### src/rtl/gpe_pkg.sv
package gpe_pkg;

    // Which half of the window an offset falls in
    typedef enum logic [1:0] {
        SEL_NONE = 2'd0,
        SEL_STS  = 2'd1,
        SEL_EN   = 2'd2
    } gpe_sel_e;

endpackage

### src/rtl/gpe_decode.sv
module gpe_decode
    import gpe_pkg::*;
#(
    parameter int ADDR_W = 16,
    parameter int LEN    = 4,
    parameter int IDX_W  = 1
) (
    input  logic [ADDR_W-1:0] addr,
    input  logic [ADDR_W-1:0] base,
    output gpe_sel_e          sel,
    output logic [IDX_W-1:0]  idx
);
    localparam int HALF = LEN / 2;

    logic [ADDR_W-1:0] off;

    always_comb begin
        off = addr - base;
        sel = SEL_NONE;
        idx = '0;
        if (off < ADDR_W'(HALF)) begin
            sel = SEL_STS;
            idx = IDX_W'(off);
        end else if (off < ADDR_W'(LEN)) begin
            sel = SEL_EN;
            idx = IDX_W'(off - ADDR_W'(HALF));
        end
    end
endmodule

### src/rtl/gpe_status_byte.sv
module gpe_status_byte (
    input  logic       clk,
    input  logic       rst_n,
    input  logic       wr_en,
    input  logic [7:0] wd,
    input  logic [7:0] set,
    output logic [7:0] q
);
    logic [7:0] clr;

    assign clr = wr_en ? wd : 8'h00;

    // set is applied after the clear, so it wins on a shared bit
    always_ff @(posedge clk or negedge rst_n) begin
        if (!rst_n) q <= 8'h00;
        else        q <= (q & ~clr) | set;
    end

    AST_W1C_CLEARS: assert property (@(posedge clk) disable iff (!rst_n)
        wr_en |=> ((q & $past(wd) & ~$past(set)) == 8'h00));
    AST_SET_WINS: assert property (@(posedge clk) disable iff (!rst_n)
        (|set) |=> ((q & $past(set)) == $past(set)));
endmodule

### src/rtl/gpe_enable_byte.sv
module gpe_enable_byte (
    input  logic       clk,
    input  logic       rst_n,
    input  logic       wr_en,
    input  logic [7:0] wd,
    output logic [7:0] q
);
    always_ff @(posedge clk or negedge rst_n) begin
        if (!rst_n)     q <= 8'h00;
        else if (wr_en) q <= wd;
    end

    AST_EN_REPLACE: assert property (@(posedge clk) disable iff (!rst_n)
        wr_en |=> (q == $past(wd)));
endmodule

### src/rtl/gpe_bank.sv
module gpe_bank
    import gpe_pkg::*;
#(
    parameter int ADDR_W = 16,
    parameter int LEN    = 4,
    parameter int RD_W   = 32,
    parameter int HP_BIT = 1
) (
    input  logic                  clk,
    input  logic                  rst_n,
    input  logic [ADDR_W-1:0]     base_addr,
    input  logic                  req_valid,
    input  logic                  req_write,
    input  logic [ADDR_W-1:0]     req_addr,
    input  logic [7:0]            req_wdata,
    input  logic [(LEN/2)*8-1:0]  hw_set,
    input  logic                  hp_insert,
    input  logic                  hp_remove,
    output logic [RD_W-1:0]       rd_data,
    output logic                  rsp_valid,
    output logic                  rsp_err,
    output logic                  evt_pending
);
    localparam int         HALF    = LEN / 2;
    localparam int         IDX_W   = (HALF > 1) ? $clog2(HALF) : 1;
    localparam logic [7:0] HP_MASK = 8'(1 << HP_BIT);

    gpe_sel_e         sel;
    logic [IDX_W-1:0] idx;
    logic [7:0]       sts_q [HALF];
    logic [7:0]       en_q  [HALF];
    logic [HALF*8-1:0] en_flat;
    logic [7:0]       rd_byte;
    logic             acc_wr;
    logic             hp_evt;

    gpe_decode #(.ADDR_W(ADDR_W), .LEN(LEN), .IDX_W(IDX_W)) u_decode (
        .addr (req_addr),
        .base (base_addr),
        .sel  (sel),
        .idx  (idx)
    );

    assign acc_wr = req_valid && req_write;
    assign hp_evt = hp_insert || hp_remove;

    for (genvar i = 0; i < HALF; i++) begin : g_byte
        logic [7:0] set_i;
        assign set_i = hw_set[i*8 +: 8] | ((i == 0 && hp_evt) ? HP_MASK : 8'h00);

        gpe_status_byte u_sts (
            .clk   (clk),
            .rst_n (rst_n),
            .wr_en (acc_wr && sel == SEL_STS && idx == IDX_W'(i)),
            .wd    (req_wdata),
            .set   (set_i),
            .q     (sts_q[i])
        );

        gpe_enable_byte u_en (
            .clk   (clk),
            .rst_n (rst_n),
            .wr_en (acc_wr && sel == SEL_EN && idx == IDX_W'(i)),
            .wd    (req_wdata),
            .q     (en_q[i])
        );

        assign en_flat[i*8 +: 8] = en_q[i];
    end

    always_comb begin
        unique case (sel)
            SEL_STS: rd_byte = sts_q[idx];
            SEL_EN:  rd_byte = en_q[idx];
            default: rd_byte = 8'h00;
        endcase
    end

    // Registered response, one cycle after the request
    always_ff @(posedge clk or negedge rst_n) begin
        if (!rst_n) begin
            rsp_valid <= 1'b0;
            rsp_err   <= 1'b0;
            rd_data   <= '0;
        end else begin
            rsp_valid <= req_valid;
            rsp_err   <= req_valid && (sel == SEL_NONE);
            rd_data   <= (req_valid && !req_write) ? RD_W'(rd_byte) : '0;
        end
    end

    assign evt_pending = |(sts_q[0] & en_q[0] & HP_MASK);

    AST_RSP_NEXT: assert property (@(posedge clk) disable iff (!rst_n)
        req_valid |=> rsp_valid);
    AST_RSP_IDLE: assert property (@(posedge clk) disable iff (!rst_n)
        !req_valid |=> !rsp_valid);
    AST_UPPER_ZERO: assert property (@(posedge clk) disable iff (!rst_n)
        rd_data[RD_W-1:8] == '0);
    AST_ERR_NO_DATA: assert property (@(posedge clk) disable iff (!rst_n)
        (rsp_valid && rsp_err) |-> (rd_data == '0));
    AST_ERR_NO_WRITE: assert property (@(posedge clk) disable iff (!rst_n)
        (acc_wr && sel == SEL_NONE) |=> $stable(en_flat));
    AST_HP_SETS: assert property (@(posedge clk) disable iff (!rst_n)
        hp_evt |=> sts_q[0][HP_BIT]);
endmodule

### config.mk
export PLATFORM = sky130hd
export DESIGN_NAME = gpe_bank
export DESIGN_NICKNAME = d
export VERILOG_FILES = /design/src/rtl/gpe_pkg.sv /design/src/rtl/gpe_decode.sv /design/src/rtl/gpe_status_byte.sv /design/src/rtl/gpe_enable_byte.sv /design/src/rtl/gpe_bank.sv
export SDC_FILE = /design/constraint.sdc
export NUM_CORES = 1
export LEC_CHECK = 0
export CORE_UTILIZATION = 45
export CTS_CLUSTER_DIAMETER = 60
export DETAILED_ROUTE_END_ITERATION = 10
export PLACE_DENSITY_LB_ADDON = 0.1
export SETUP_SLACK_MARGIN = 0.1
export SYNTH_ARGS = -nofsm -noshare
export SYNTH_HDL_FRONTEND = slang
export SYNTH_SLANG_ARGS = --single-unit
### constraint.sdc
create_clock -name clk -period 2.42 [get_ports clk]
set_input_delay 0.484 -clock clk [delete_from_list [all_inputs] [get_ports clk]]
set_output_delay 0.484 -clock clk [all_outputs]
set_load 0.005 [all_outputs]
==> impl_metrics.env <==
export IMPL_avgRoutedWirePerCell_um=15.8
export IMPL_cp_end_kind="flip-flop"
export IMPL_synth_mux_area_share_pct=12.4
export IMPL_synth_cell_types=54
export IMPL_vias=2802
export IMPL_ant_nets=0
export IMPL_synth_area_per_cell_um2=10.0
export IMPL_internal_power_mw=1.42
export IMPL_yosys_area_share_simple_pct=17.7
export IMPL_initialDrtViolationCount=120
export IMPL_overflow=0
export IMPL_crit_arrival_ns=3.29
export IMPL_initial_utilization_pct=46.9
export IMPL_p_sw_share_pct=29.3
export IMPL_root_buffer="clkbuf_8"
export IMPL_dp_cells=500
export IMPL_switching_power_uw=590
export IMPL_cts_buffers=5
export IMPL_post_route_period_util_pct=129
export IMPL_wl_mm=8.32
export IMPL_synthToLayoutAreaGrowth_pct=65.1
export IMPL_synth_area_um2=2990
export IMPL_layout_drive_gt1_share_pct=44.5
export IMPL_io_buffer_count=72
export IMPL_setup_viol=41
export IMPL_grt_pass1_wl_mm=13.5
export IMPL_place_congestion=0.868
export IMPL_report_final_hold_viol_count=0
export IMPL_mostFrequentLayoutCells="57 x buf_4, 43 x clkdlybuf4s50_1, 42 x dfrtp_1, 24 x conb_1, 24 x buf_6"
export IMPL_critPathMaxFanout=6
export IMPL_yosysSeqAreaShare_pct=35.1
export IMPL_cts_sinks=42
export IMPL_synth_edff_count=0
export IMPL_die_h_um=83.6
export IMPL_core_um2=6390
export IMPL_nets=526
export IMPL_cts_buffer_depth=2
export IMPL_antenna_found_initial=0
export IMPL_synth_flop_cell="dfrtp_1"
export IMPL_tightestPinTransition_ns=0.930
export IMPL_async_flop_share_pct=100
export IMPL_synth_compound_area_share_pct=15.9
export IMPL_drc_errors=0
export IMPL_cap_viol_max_count=0
export IMPL_synth_area_leaders="dfrtp_1 35%, ha_1 6.3%, buf_4 6.0%, mux4_2 6.0%, mux2_2 5.3%"
export IMPL_path_buf_inv=4
export IMPL_final_common_cell="buf_4"
export IMPL_stdcell_count=526
export IMPL_critPathRequiredTime_ns=2.60
export IMPL_path_clk_slew_ns=0.08
export IMPL_ios=97
export IMPL_track_usage_pct=24.0
export IMPL_netlist_top_cell_by_area="dfrtp_1"
export IMPL_cpLargestDelayFamily="simple AND/OR/NAND/NOR gates"
export IMPL_fin_skew_ns=0.00667
export IMPL_ys_seq_elements=42
export IMPL_worst_slack_ns=-0.693
export IMPL_hpwl_mm=5.91
export IMPL_slew_headroom_pct=38.0
export IMPL_grt_max_degree=43
export IMPL_comb_power_share_pct=38.4
export IMPL_cp_slowest_cell="or4_4"
export IMPL_seqPwrFrac_pct=35.0
export IMPL_path_class="primary input to flip-flop"
export IMPL_ctsHtreeMaxLevel=2
export IMPL_peakVddDrop_v=0.000362
export IMPL_via_per_inst=5.33
export IMPL_synth_fa_ha_area_share_pct=6.94
export IMPL_netlist_area_leader_share_pct=35.1
export IMPL_syn_instance_count=298
export IMPL_p_per_area_nw_per_um2=407
export IMPL_failed_checks="setup timing"
export IMPL_antenna_cells=0
export IMPL_finalPower_mw=2.01
export IMPL_yosysWarnings=0
export IMPL_die_w_um=83.6
export IMPL_drt_first_pass_iters=4
export IMPL_synth_xor_area_share_pct=1.46
export IMPL_max_stage_delay_ns=0.53
export IMPL_cp_start_kind="primary input"
export IMPL_clkPwrFrac_pct=26.6
export IMPL_final_max_slew_violation_count=0
export IMPL_cts_tree="yes"
export IMPL_path_cells="buf_6 > inv_4 > ha_4 > fa_2 > xnor2_2 > or4_4 > nor4_4 > nand3_2 > buf_4 > or4_4 > buf_6 > o22a_1"
export IMPL_synth_top_family_by_area="simple AND/OR/NAND/NOR gates"
export IMPL_status="complete, but fails checks"
export IMPL_fmax_mhz=321
export IMPL_leakage_nw=2.15
export IMPL_finalCriticalPeriod_ns=3.11
export IMPL_min_delay_path_class="primary input to asynchronous set/reset pin"
export IMPL_grt_pass1_vias=2822
export IMPL_die_area_um2=6980
export IMPL_rows=29
export IMPL_clk_latency_ns=0.29
export IMPL_fin_util_pct=77.4
export IMPL_rsz0062_at_grt="yes"
## routing by layer
metal | up-vias | track usage [%] | wire [µm]
met5 | - | 0 | 0
met4 | 0 | 3.85 | 72
met3 | 13 | 3.56 | 314
met2 | 89 | 40.7 | 4140
met1 | 1367 | 33.2 | 3790
li1 | 1333 | - | -
## area by class of cell
class,count,area (µm²)
clock inverter,1,30.0
fill,444,1440
timing repair buffer,150,1340
sequential,42,1050
tap,77,96.3
clock buffer,7,76.3
inverter,28,110
multi-input combinational,221,2240
## logic make-up (layout without fill, tap and decap cells)
logic type,Yosys count,in the layout
simple gates,88,88
compound gates,63,63
buf+inv,58,186
flops,42,42
mux,25,25
fa+ha+maj,16,16
xor+xnor,5,5
other cells,1,24
## power groups by stage
stage	clock network [mW]	logic [mW]	registers, mW
2_1_floorplan	0	0.335	0.718
3_3_place_gp	0	0.591	0.717
3_5_place_dp	0	0.599	0.717
4_1_cts	0.544	0.711	0.703
5_1_grt	0.573	0.832	0.704
6_report	0.535	0.772	0.704
## stage by stage
step / hold WS [ns] / cell area [µm²] / TNS, ns / setup WS (ns)
final: 0.333 / 4940 / -22.86 / -0.693
after global routing: 0.422 / 4940 / -26.33 / -0.774
after CTS: 0.355 / 4750 / -21.92 / -0.654
after detailed placement: 0.480 / 4220 / -50.17 / -1.34
after global placement: 0.471 / 4220 / -50.16 / -1.31
after floorplan: 0.188 / 3170 / -24.15 / -0.754
## final timing paths
| check | from | end | slack (ns) | cells past startpoint |
|---|---|---|---|---|
| max | req_addr[0] | g_byte[0].u_sts.q[7]$_DFF_PN0_ | -0.69 | 12 |
| min | rst_n | rsp_err$_DFF_PN0_ | 0.33 | 1 |
| max reg2reg | g_byte[0].u_sts.q[6]$_DFF_PN0_ | rd_data[6]$_DFF_PN0_ | 1.24 | 2 |
| min reg2reg | g_byte[0].u_sts.q[7]$_DFF_PN0_ | g_byte[0].u_sts.q[7]$_DFF_PN0_ | 0.51 | 1 |
| max in group asynchronous | rst_n | g_byte[0].u_sts.q[3]$_DFF_PN0_ | 1.51 | 1 |
| min in group clk | g_byte[0].u_sts.q[7]$_DFF_PN0_ | g_byte[0].u_sts.q[7]$_DFF_PN0_ | 0.51 | 1 |
## registers in the layout, summed over array words and instances, names as in the netlist
name,cells
g_byte.u_en.q,16
g_byte.u_sts.q,16
rd_data,8
rsp_err,1
rsp_valid,1
## cells in the mapped netlist, types with 4 or more instances
library cell	instances
nor3_1	8
a21oi_1	14
o22a_1	7
mux2_2	14
a31oi_1	9
nand3b_1	4
nand2b_1	10
nand2_1	8
nor2_1	18
mux4_2	8
buf_4	24
xnor2_1	4
nand3_1	10
dfrtp_1	42
and3_1	10
inv_1	28
ha_1	15
o21ai_0	9
## what timing repair did
action / 4_1_cts / 5_1_grt
pin swaps: 38 / 15
gates resized for setup: 145 / 32
buffers inserted: 10 / 9
hold buffers: 0 / 0
gates cloned: 1 / 0
setup endpoints to repair: 41 / 41
Note: power is estimated with default switching activity, not from simulation.
